## src/rtl/sdram_turnaround_seq.sv

```systemverilog
module sdram_turnaround_seq #(
  parameter int BW = 2,
  parameter int CW = 9,
  parameter int DW = 16,
  parameter int LW = 4
) (
  input  logic          clk,
  input  logic          rst_n,
  input  logic          rd_req,
  input  logic [BW-1:0] rd_bank,
  input  logic [CW-1:0] rd_col,
  input  logic [LW-1:0] rd_len,
  input  logic          wr_req,
  input  logic [BW-1:0] wr_bank,
  input  logic [CW-1:0] wr_col,
  input  logic [DW-1:0] wr_data,
  input  logic          cas3,
  input  logic          turn_gap,
  output logic [3:0]    cmd,
  output logic [BW-1:0] ba,
  output logic [CW-1:0] col,
  output logic          dqm,
  output logic          dq_oe,
  output logic [DW-1:0] dq_out,
  output logic          idle
);
  localparam int CNTW = LW + 2;
  localparam logic [3:0] CMD_NOP = 4'b0111;
  localparam logic [3:0] CMD_RD  = 4'b0101;
  localparam logic [3:0] CMD_WR  = 4'b0100;

  logic [CNTW-1:0] busy_q, rd_span;
  logic            pend_q, quiet;
  logic [1:0]      pre_q;
  logic [BW-1:0]   wb_q;
  logic [CW-1:0]   wc_q;
  logic [DW-1:0]   wd_q;

  assign rd_span = CNTW'(rd_len) + (cas3 ? CNTW'(3) : CNTW'(2));
  assign quiet   = turn_gap ? (busy_q == '0) : (busy_q <= CNTW'(1));
  assign idle    = !pend_q;

  always_ff @(posedge clk or negedge rst_n) begin
    if (!rst_n) begin
      cmd    <= CMD_NOP;
      ba     <= '0;
      col    <= '0;
      dqm    <= 1'b0;
      dq_oe  <= 1'b0;
      dq_out <= '0;
      busy_q <= '0;
      pend_q <= 1'b0;
      pre_q  <= '0;
      wb_q   <= '0;
      wc_q   <= '0;
      wd_q   <= '0;
    end else begin
      cmd    <= CMD_NOP;
      dqm    <= 1'b0;
      dq_oe  <= 1'b0;
      busy_q <= (busy_q != '0) ? busy_q - CNTW'(1) : '0;
      if (pend_q) begin
        if (pre_q != 2'd0) begin
          dqm   <= 1'b1;
          pre_q <= pre_q - 2'd1;
        end else begin
          cmd    <= CMD_WR;
          ba     <= wb_q;
          col    <= wc_q;
          dq_out <= wd_q;
          dq_oe  <= 1'b1;
          pend_q <= 1'b0;
          busy_q <= '0;
        end
      end else if (wr_req) begin
        if (quiet) begin
          cmd    <= CMD_WR;
          ba     <= wr_bank;
          col    <= wr_col;
          dq_out <= wr_data;
          dq_oe  <= 1'b1;
          busy_q <= '0;
        end else begin
          pend_q <= 1'b1;
          pre_q  <= turn_gap ? 2'd2 : 2'd1;
          dqm    <= 1'b1;
          wb_q   <= wr_bank;
          wc_q   <= wr_col;
          wd_q   <= wr_data;
        end
      end else if (rd_req) begin
        cmd    <= CMD_RD;
        ba     <= rd_bank;
        col    <= rd_col;
        busy_q <= rd_span;
      end
    end
  end

  p_cmd_legal_r2: assert property (@(posedge clk) disable iff (!rst_n)
    (cmd == CMD_NOP) || (cmd == CMD_RD) || (cmd == CMD_WR));

  p_preamble_quiet_r9: assert property (@(posedge clk) disable iff (!rst_n)
    pend_q |-> (cmd == CMD_NOP) && dqm && !dq_oe);

  p_mask_before_write_r4: assert property (@(posedge clk) disable iff (!rst_n)
    $fell(pend_q) |-> (cmd == CMD_WR) && !dqm && $past(dqm) && $past(dqm, 2));

  p_oe_on_write_r6: assert property (@(posedge clk) disable iff (!rst_n)
    dq_oe |-> (cmd == CMD_WR) && !dqm);

  p_oe_follows_req_r6: assert property (@(posedge clk) disable iff (!rst_n)
    (cmd == CMD_WR) |-> dq_oe);
endmodule

```

## config.mk

```make
export PLATFORM = sky130hd
export DESIGN_NAME = sdram_turnaround_seq
export DESIGN_NICKNAME = d
export VERILOG_FILES = /design/src/rtl/sdram_turnaround_seq.sv
export SDC_FILE = /design/constraint.sdc
export NUM_CORES = 1
export LEC_CHECK = 0
export CAP_MARGIN = 5
export CELL_PAD_IN_SITES_DETAIL_PLACEMENT = 1
export CELL_PAD_IN_SITES_GLOBAL_PLACEMENT = 1
export CORE_MARGIN = 3
export CORE_UTILIZATION = 38
export DETAILED_ROUTE_END_ITERATION = 7
export PLACE_DENSITY_LB_ADDON = 0.1
export SYNTH_ARGS = -nofsm -noshare
export SYNTH_HDL_FRONTEND = slang
export SYNTH_SLANG_ARGS = --single-unit
export TNS_END_PERCENT = 30
```

## constraint.sdc

```tcl
create_clock -name clk -period 2.71 [get_ports clk]
set_input_delay 0.271 -clock clk [delete_from_list [all_inputs] [get_ports clk]]
set_output_delay 0.271 -clock clk [all_outputs]
set_load 0.05 [all_outputs]
```

Yosys cells after proc, flatten, opt, wreduce, memory -nomap -nowiden

Cells that the tools add are included.

Flip-flop bits (word level): 68
Input bits: 48
Output and inout port bits: 34
Logic and storage cells: 72

Add/subtract/negate cells: 3
$lt $le $gt $ge: 1
Eq/ne operators: 4
Muxes and demuxes: 40
Bitwise operators: 2
Reduce and logical (&&, ||, !) cells: 11

Operator list:

| cell                  | number |
|---|---|
| $mux W16              | 4 |
| $mux W9               | 5 |
| $mux W6               | 6 |
| $mux W2               | 13 |
| $reduce_and A3 Y1     | 4 |
| $mux W1               | 10 |
| $mux W4               | 2 |
| $le A6 B1 Y1 const B  | 1 |
| $logic_not A6 Y1      | 1 |
| $reduce_bool A2 Y1    | 3 |
| $reduce_bool A6 Y1    | 1 |
| $sub A6 B1 Y6 const B | 1 |
| $add A4 B2 Y5         | 1 |
| $ne A2 B2 Y1 const B  | 2 |
| $ne A3 B1 Y1 const B  | 1 |
| $reduce_bool A3 Y1    | 1 |
| $ne A2 B1 Y1 const B  | 1 |
| $not A1 Y1            | 2 |
| $sub A2 B1 Y2 const B | 1 |
| $logic_not A1 Y1      | 1 |

Logic depth before layout (Yosys ltp)

Depth after elaboration: 5
Mapped depth: 8

Worst setup path after synthesis

OpenSTA, ideal clock, no wires.

Kind: flip-flop to flip-flop
Start point: register busy_q[0]
End point: register wb_q[0]
Setup time: 0.125 ns
Arrival: 2.040 ns
Setup slack: 0.545 ns
Stages on the path, launching flop included: 8
Buffers on the path: 2
Period minus slack after synthesis: 2.165 ns
Path through: dfrtp_1 inv_1 ha_1 or3_4 a311oi_1 buf_2 buf_6 mux2_2

Word-level cells in the longest chain between the ends: 4
Elaborated cells on any way between the ends: 5
Those cells by class: order compare (1); mux (1); bitwise (1); reduce/logical (2)

Ends and longest elaborated chain:

| item                                             | line | RTL |
|---|---|---|
| start: declaration                               | 32   | `logic [CNTW-1:0] busy_q, rd_span;` |
| start signal: assignment                         | 61   | `busy_q <= (busy_q != '0) ? busy_q - CNTW'(1) : '0;` |
| start signal: assignment                         | 95   | `busy_q <= rd_span;` |
| $le A6 B1 Y1 or $logic_not A6 Y1 (tied branches) | 40   | `assign quiet = turn_gap ? (busy_q == '0) : (busy_q <= CNTW'(1));` |
| $mux W1 (*)                                      | 40   |  |
| $not A1 Y1 (no line) (*)                         | -    |  |
| $reduce_and A3 Y1 (no line) (*)                  | -    |  |
| end signal: assignment                           | 87   | `wb_q <= wr_bank;` |
| end: declaration                                 | 35   | `logic [BW-1:0] wb_q;` |

Mark *: on every way between the ends. The rest lies on a longest branch, timed or not.
A chain may end at the register's enable or synchronous reset.

Worst setup path in the final report

Start point: register busy_q[0]
End point: register ba[0]

Word-level cells in the longest chain between the ends: 4
Elaborated cells on any way between the ends: 5
Those cells by class: order compare (1); eq/ne (1); mux (1); reduce/logical (2)

Ends and longest elaborated chain:

| item                                             | line | RTL |
|---|---|---|
| $le A6 B1 Y1 or $logic_not A6 Y1 (tied branches) | 40   |  |
| $mux W1 (*)                                      | 40   |  |
| $ne A3 B1 Y1 (no line) (*)                       | -    |  |
| $reduce_and A3 Y1 (no line) (*)                  | -    |  |
| end signal: assignment                           | 68   | `ba <= wb_q;` |
| end signal: assignment                           | 78   | `ba <= wr_bank;` |
| end signal: assignment                           | 93   | `ba <= rd_bank;` |
| end: declaration                                 | 20   | `output logic [BW-1:0] ba,` |

Marks and branches as above.

==> flow_metrics.tcl <==
set metrics [dict create \
    global_route_wire_length_before_repair_microns 13100 \
    ios 82 \
    post-route-min-period_ps 2460 \
    clock-root-buffer "sky130_fd_sc_hd__clkbuf_8" \
    wl_microns 7720 \
    nNetsFinal 412 \
    cts_num_sinks 66 \
    max_slew_margin_pct 41.8 \
    synth_fp_nets 334 \
    switchingPower_mw 2.48 \
    critical_path.slowest_cell "sky130_fd_sc_hd__o31a_1" \
    cap_viol_max_count 0 \
    synth_area_sq_um 3200 \
    synthesis.yosys.warnings 0 \
    drc 0 \
    p_clk_share_pct 12.5 \
    detailedPlacementHpwl_microns 5420 \
    std_cell_rows 32 \
    number_of_antenna_violations_at_the_first_check_in_global_routing 0 \
    worst-slew-pin-transition_ps 873 \
    hold_class "input pin to asynchronous set/reset pin" \
    data_arrival_time_of_the_critical_path_ps 2660 \
    crit_path_end_kind "flop" \
    timing.setup.tns_ps 0 \
    p_comb_share_pct 55.2 \
    port_buffers 79 \
    max_stage_delay_ps 700 \
    die_boundary_width_microns 97.8 \
    dpl-instance-area_sq_um 4090 \
    synthCells 280 \
    tritoncts "built" \
    clk_pin_slew_worst_paths_ps 70 \
    slew_viol_final 0 \
    synthesis.area_per_instance_sq_um 11.4 \
    grt_usage_pct 16.9 \
    core_area_sq_um 7970 \
    clk_path_buf_depth 2 \
    final.fill_count 868 \
    dr.pass1.iters 4 \
    most-common-layout-cells "sky130_fd_sc_hd__clkdlybuf4s50_1 (78), sky130_fd_sc_hd__dfrtp_1 (63), sky130_fd_sc_hd__a21oi_1 (35)" \
    outcome "finished clean" \
    proportion_of_total_power_due_to_net_switching_pct 43.7 \
    timing_worst_setup_path_type "flop to flop" \
    max_freq_mhz 407 \
    synth_cell_types 43 \
    cp_cell_sequence "inv_1 > ha_1 > nand2b_1 > and4_1 > o31a_1 > mux2_2" \
    power.density_nw_per_um2 1330 \
    ctsHtreeMaxLevel 3 \
    layout_commonest_cell "sky130_fd_sc_hd__clkdlybuf4s50_1" \
    first_iter_violations 74 \
    cell_internal_pwr_mw 3.20 \
    final.period_utilization_pct 90.7 \
    drive_gt1_share_pct 20.1 \
    cts.repair_timing.setup_buffer_count 0 \
    worst_clock_skew_ps 10.2 \
    detail_route.wl_per_cell_microns 16.6 \
    number_of_global_route_vias_before_repair 2605 \
    dr_total_vias 2454 \
    globalplace.congestion 0.710 \
    antenna_left 0 \
    synth.yosys.seq_area_share_pct 51.7 \
    number_of_cts_inserted_buffers 9 \
    crit_required_ps 2910 \
    worst_r2r_path_depth 6 \
    endpoint_of_the_lowest_slack_register_to_register_path "ba[0]" \
    floorplan.die_area_sq_um 9560 \
    clk-insertion-delay-late_ps 330 \
    start_kind "flop" \
    r2r_path_start "busy_q[0]" \
    worst-path-max-fanout 16 \
    antenna-diode-count 0 \
    final_hold_violation_count 0 \
    seq_power_share_pct 32.3 \
    cellLeakagePower_nw 1.78 \
    synth.ff_latch_count 66 \
    total_of_endpoints_with_negative_setup_slack_in_the_final_report 0 \
    drt-vias-per-instance 5.28 \
    layout-area-overhead-vs-synth_pct 33.3 \
    grt_setup_unrepaired "no" \
    ff2ff_setup_slack_ps 250 \
    power.total_mw 5.68 \
    max-vdd-ir-drop_mv 0.552 \
    starting_density_of_the_core_pct 40.2 \
    die_height_microns 97.8 \
    grt_max_degree 43 \
    grt_overflow 0 \
    final_area_sq_um 4270 \
]
-- synthesized netlist by cell type --
master / count / area share [%]
sky130_fd_sc_hd__buf_4: 2 / 0.47
sky130_fd_sc_hd__mux2_4: 5 / 2.3
sky130_fd_sc_hd__buf_1: 1 / 0.12
sky130_fd_sc_hd__dfrtp_1: 64 / 50
sky130_fd_sc_hd__a32o_1: 2 / 0.63
sky130_fd_sc_hd__nor2b_1: 4 / 0.78
sky130_fd_sc_hd__or2_2: 2 / 0.39
sky130_fd_sc_hd__nor3_1: 2 / 0.31
sky130_fd_sc_hd__or3_4: 1 / 0.35
sky130_fd_sc_hd__ha_1: 6 / 2.3
sky130_fd_sc_hd__nand2_1: 15 / 1.8
sky130_fd_sc_hd__nor4_2: 1 / 0.39
sky130_fd_sc_hd__o211ai_1: 1 / 0.23
sky130_fd_sc_hd__buf_2: 3 / 0.47
sky130_fd_sc_hd__and4_1: 1 / 0.27
sky130_fd_sc_hd__o32ai_2: 1 / 0.51
sky130_fd_sc_hd__or4_1: 3 / 0.70
sky130_fd_sc_hd__xnor2_1: 1 / 0.27
sky130_fd_sc_hd__a311oi_1: 1 / 0.27
sky130_fd_sc_hd__buf_6: 2 / 0.70
sky130_fd_sc_hd__o31a_1: 1 / 0.27
sky130_fd_sc_hd__nand2b_1: 2 / 0.39
sky130_fd_sc_hd__clkbuf_1: 11 / 1.3
sky130_fd_sc_hd__mux2_2: 34 / 12
sky130_fd_sc_hd__o21ai_0: 18 / 2.8
sky130_fd_sc_hd__o22ai_1: 17 / 3.3
sky130_fd_sc_hd__nand3b_1: 1 / 0.23
sky130_fd_sc_hd__dfstp_2: 2 / 1.6
sky130_fd_sc_hd__nand3_1: 3 / 0.47
sky130_fd_sc_hd__or3b_2: 2 / 0.55
sky130_fd_sc_hd__nor2_1: 2 / 0.23
sky130_fd_sc_hd__nor3b_1: 2 / 0.47
sky130_fd_sc_hd__xor2_1: 1 / 0.27
sky130_fd_sc_hd__a221oi_2: 1 / 0.47
sky130_fd_sc_hd__nand4_1: 1 / 0.20
sky130_fd_sc_hd__a31oi_1: 1 / 0.20
sky130_fd_sc_hd__a21oi_1: 35 / 5.5
sky130_fd_sc_hd__o311a_2: 1 / 0.35
sky130_fd_sc_hd__buf_12: 1 / 0.63
sky130_fd_sc_hd__o31ai_1: 2 / 0.47
sky130_fd_sc_hd__conb_1: 2 / 0.23
sky130_fd_sc_hd__inv_1: 11 / 1.3
sky130_fd_sc_hd__mux2i_1: 11 / 3.4
-- layout make-up --
class / count / area (sq um) / area share (%)
timing repair buffer: 87 / 873 / 20.5
multi-input combinational: 183 / 1410 / 33.0
clock buffer: 13 / 149 / 3.49
tap: 102 / 128 / 2.99
sequential: 66 / 1660 / 38.8
clock inverter: 3 / 15.0 / 0.352
inverter: 11 / 41.3 / 0.967
-- what timing repair did --
| action | 4_1_cts | 5_1_grt |
|---|---|---|
| endpoints found under the hold margin | 23 | 0 |
| gates resized for setup | 0 | 0 |
| hold buffers | 1 | 0 |
-- power by group through the flow --
stage	Sequential (mW)	Combinational, mW	Clock, mW
6_report	1.84	3.14	0.709
4_1_cts	1.84	3.19	0.732
5_1_grt	1.91	3.39	0.781
2_1_floorplan	2.53	1.55	0
3_3_place_gp	1.83	3.11	0
3_5_place_dp	1.86	3.18	0
-- worst max-delay path, delay by kind of cell (launching register included) --
family | cells | cell delay [ps]
DFF | 1 | 420
adders and majority gates | 1 | 230
AOI/OAI and AO/OA | 1 | 700
muxes | 1 | 420
buffers and inverters | 1 | 100
and+or+nand+nor | 2 | 450
-- how the worst max path moves through the flow --
stage               from  endpoint  slack [ps]  depth (start not counted)
2_1_floorplan  busy_q[0]   wb_q[0]         550                          7
3_3_place_gp    turn_gap     ba[0]         250                          5
3_5_place_dp    turn_gap     ba[0]         210                          5
4_1_cts        busy_q[0]     ba[0]         210                          6
5_1_grt        busy_q[0]    col[2]          40                          6
6_report       busy_q[0]     ba[0]         250                          6
-- per-stage QoR --
step	cells	setup slack, ps	utilization, %	hold slack (ps)
4_1_cts	465	213	53.6	497
6_report	465	253	53.6	484
5_1_grt	465	36.3	53.6	513
2_1_floorplan	280	545	-	-24.6
3_3_place_gp	448	247	51.4	315
3_5_place_dp	448	210	51.4	316
-- layer usage --
metal / global-route usage (%) / part of all wire, %
met5: 0 / 0
met4: 3.51 / 0.61
met3: 5.64 / 5.1
met2: 28.3 / 51
met1: 21.5 / 44
-- cell families (layout without fill, tap and decap cells) --
logic type / count (synthesis) / in the layout / synth area share, %
fa+ha+maj: 6 / 6 / 2.34
simple gates: 42 / 42 / 7.50
buf+inv: 31 / 114 / 4.96
xor+xnor: 2 / 2 / 0.547
mux: 50 / 50 / 17.7
other cells: 2 / 2 / 0.235
compound gates: 81 / 81 / 15.0
flops: 66 / 66 / 51.7
-- state kept, by name (all words and copies together), names as in the netlist --
signal,cells
wd_q,16
cmd,2
busy_q,6
dq_oe,1
wc_q,9
ba,2
pend_q,1
col,9
wb_q,2
pre_q,2
dq_out,16
Note: power is estimated with default switching activity, not from simulation.
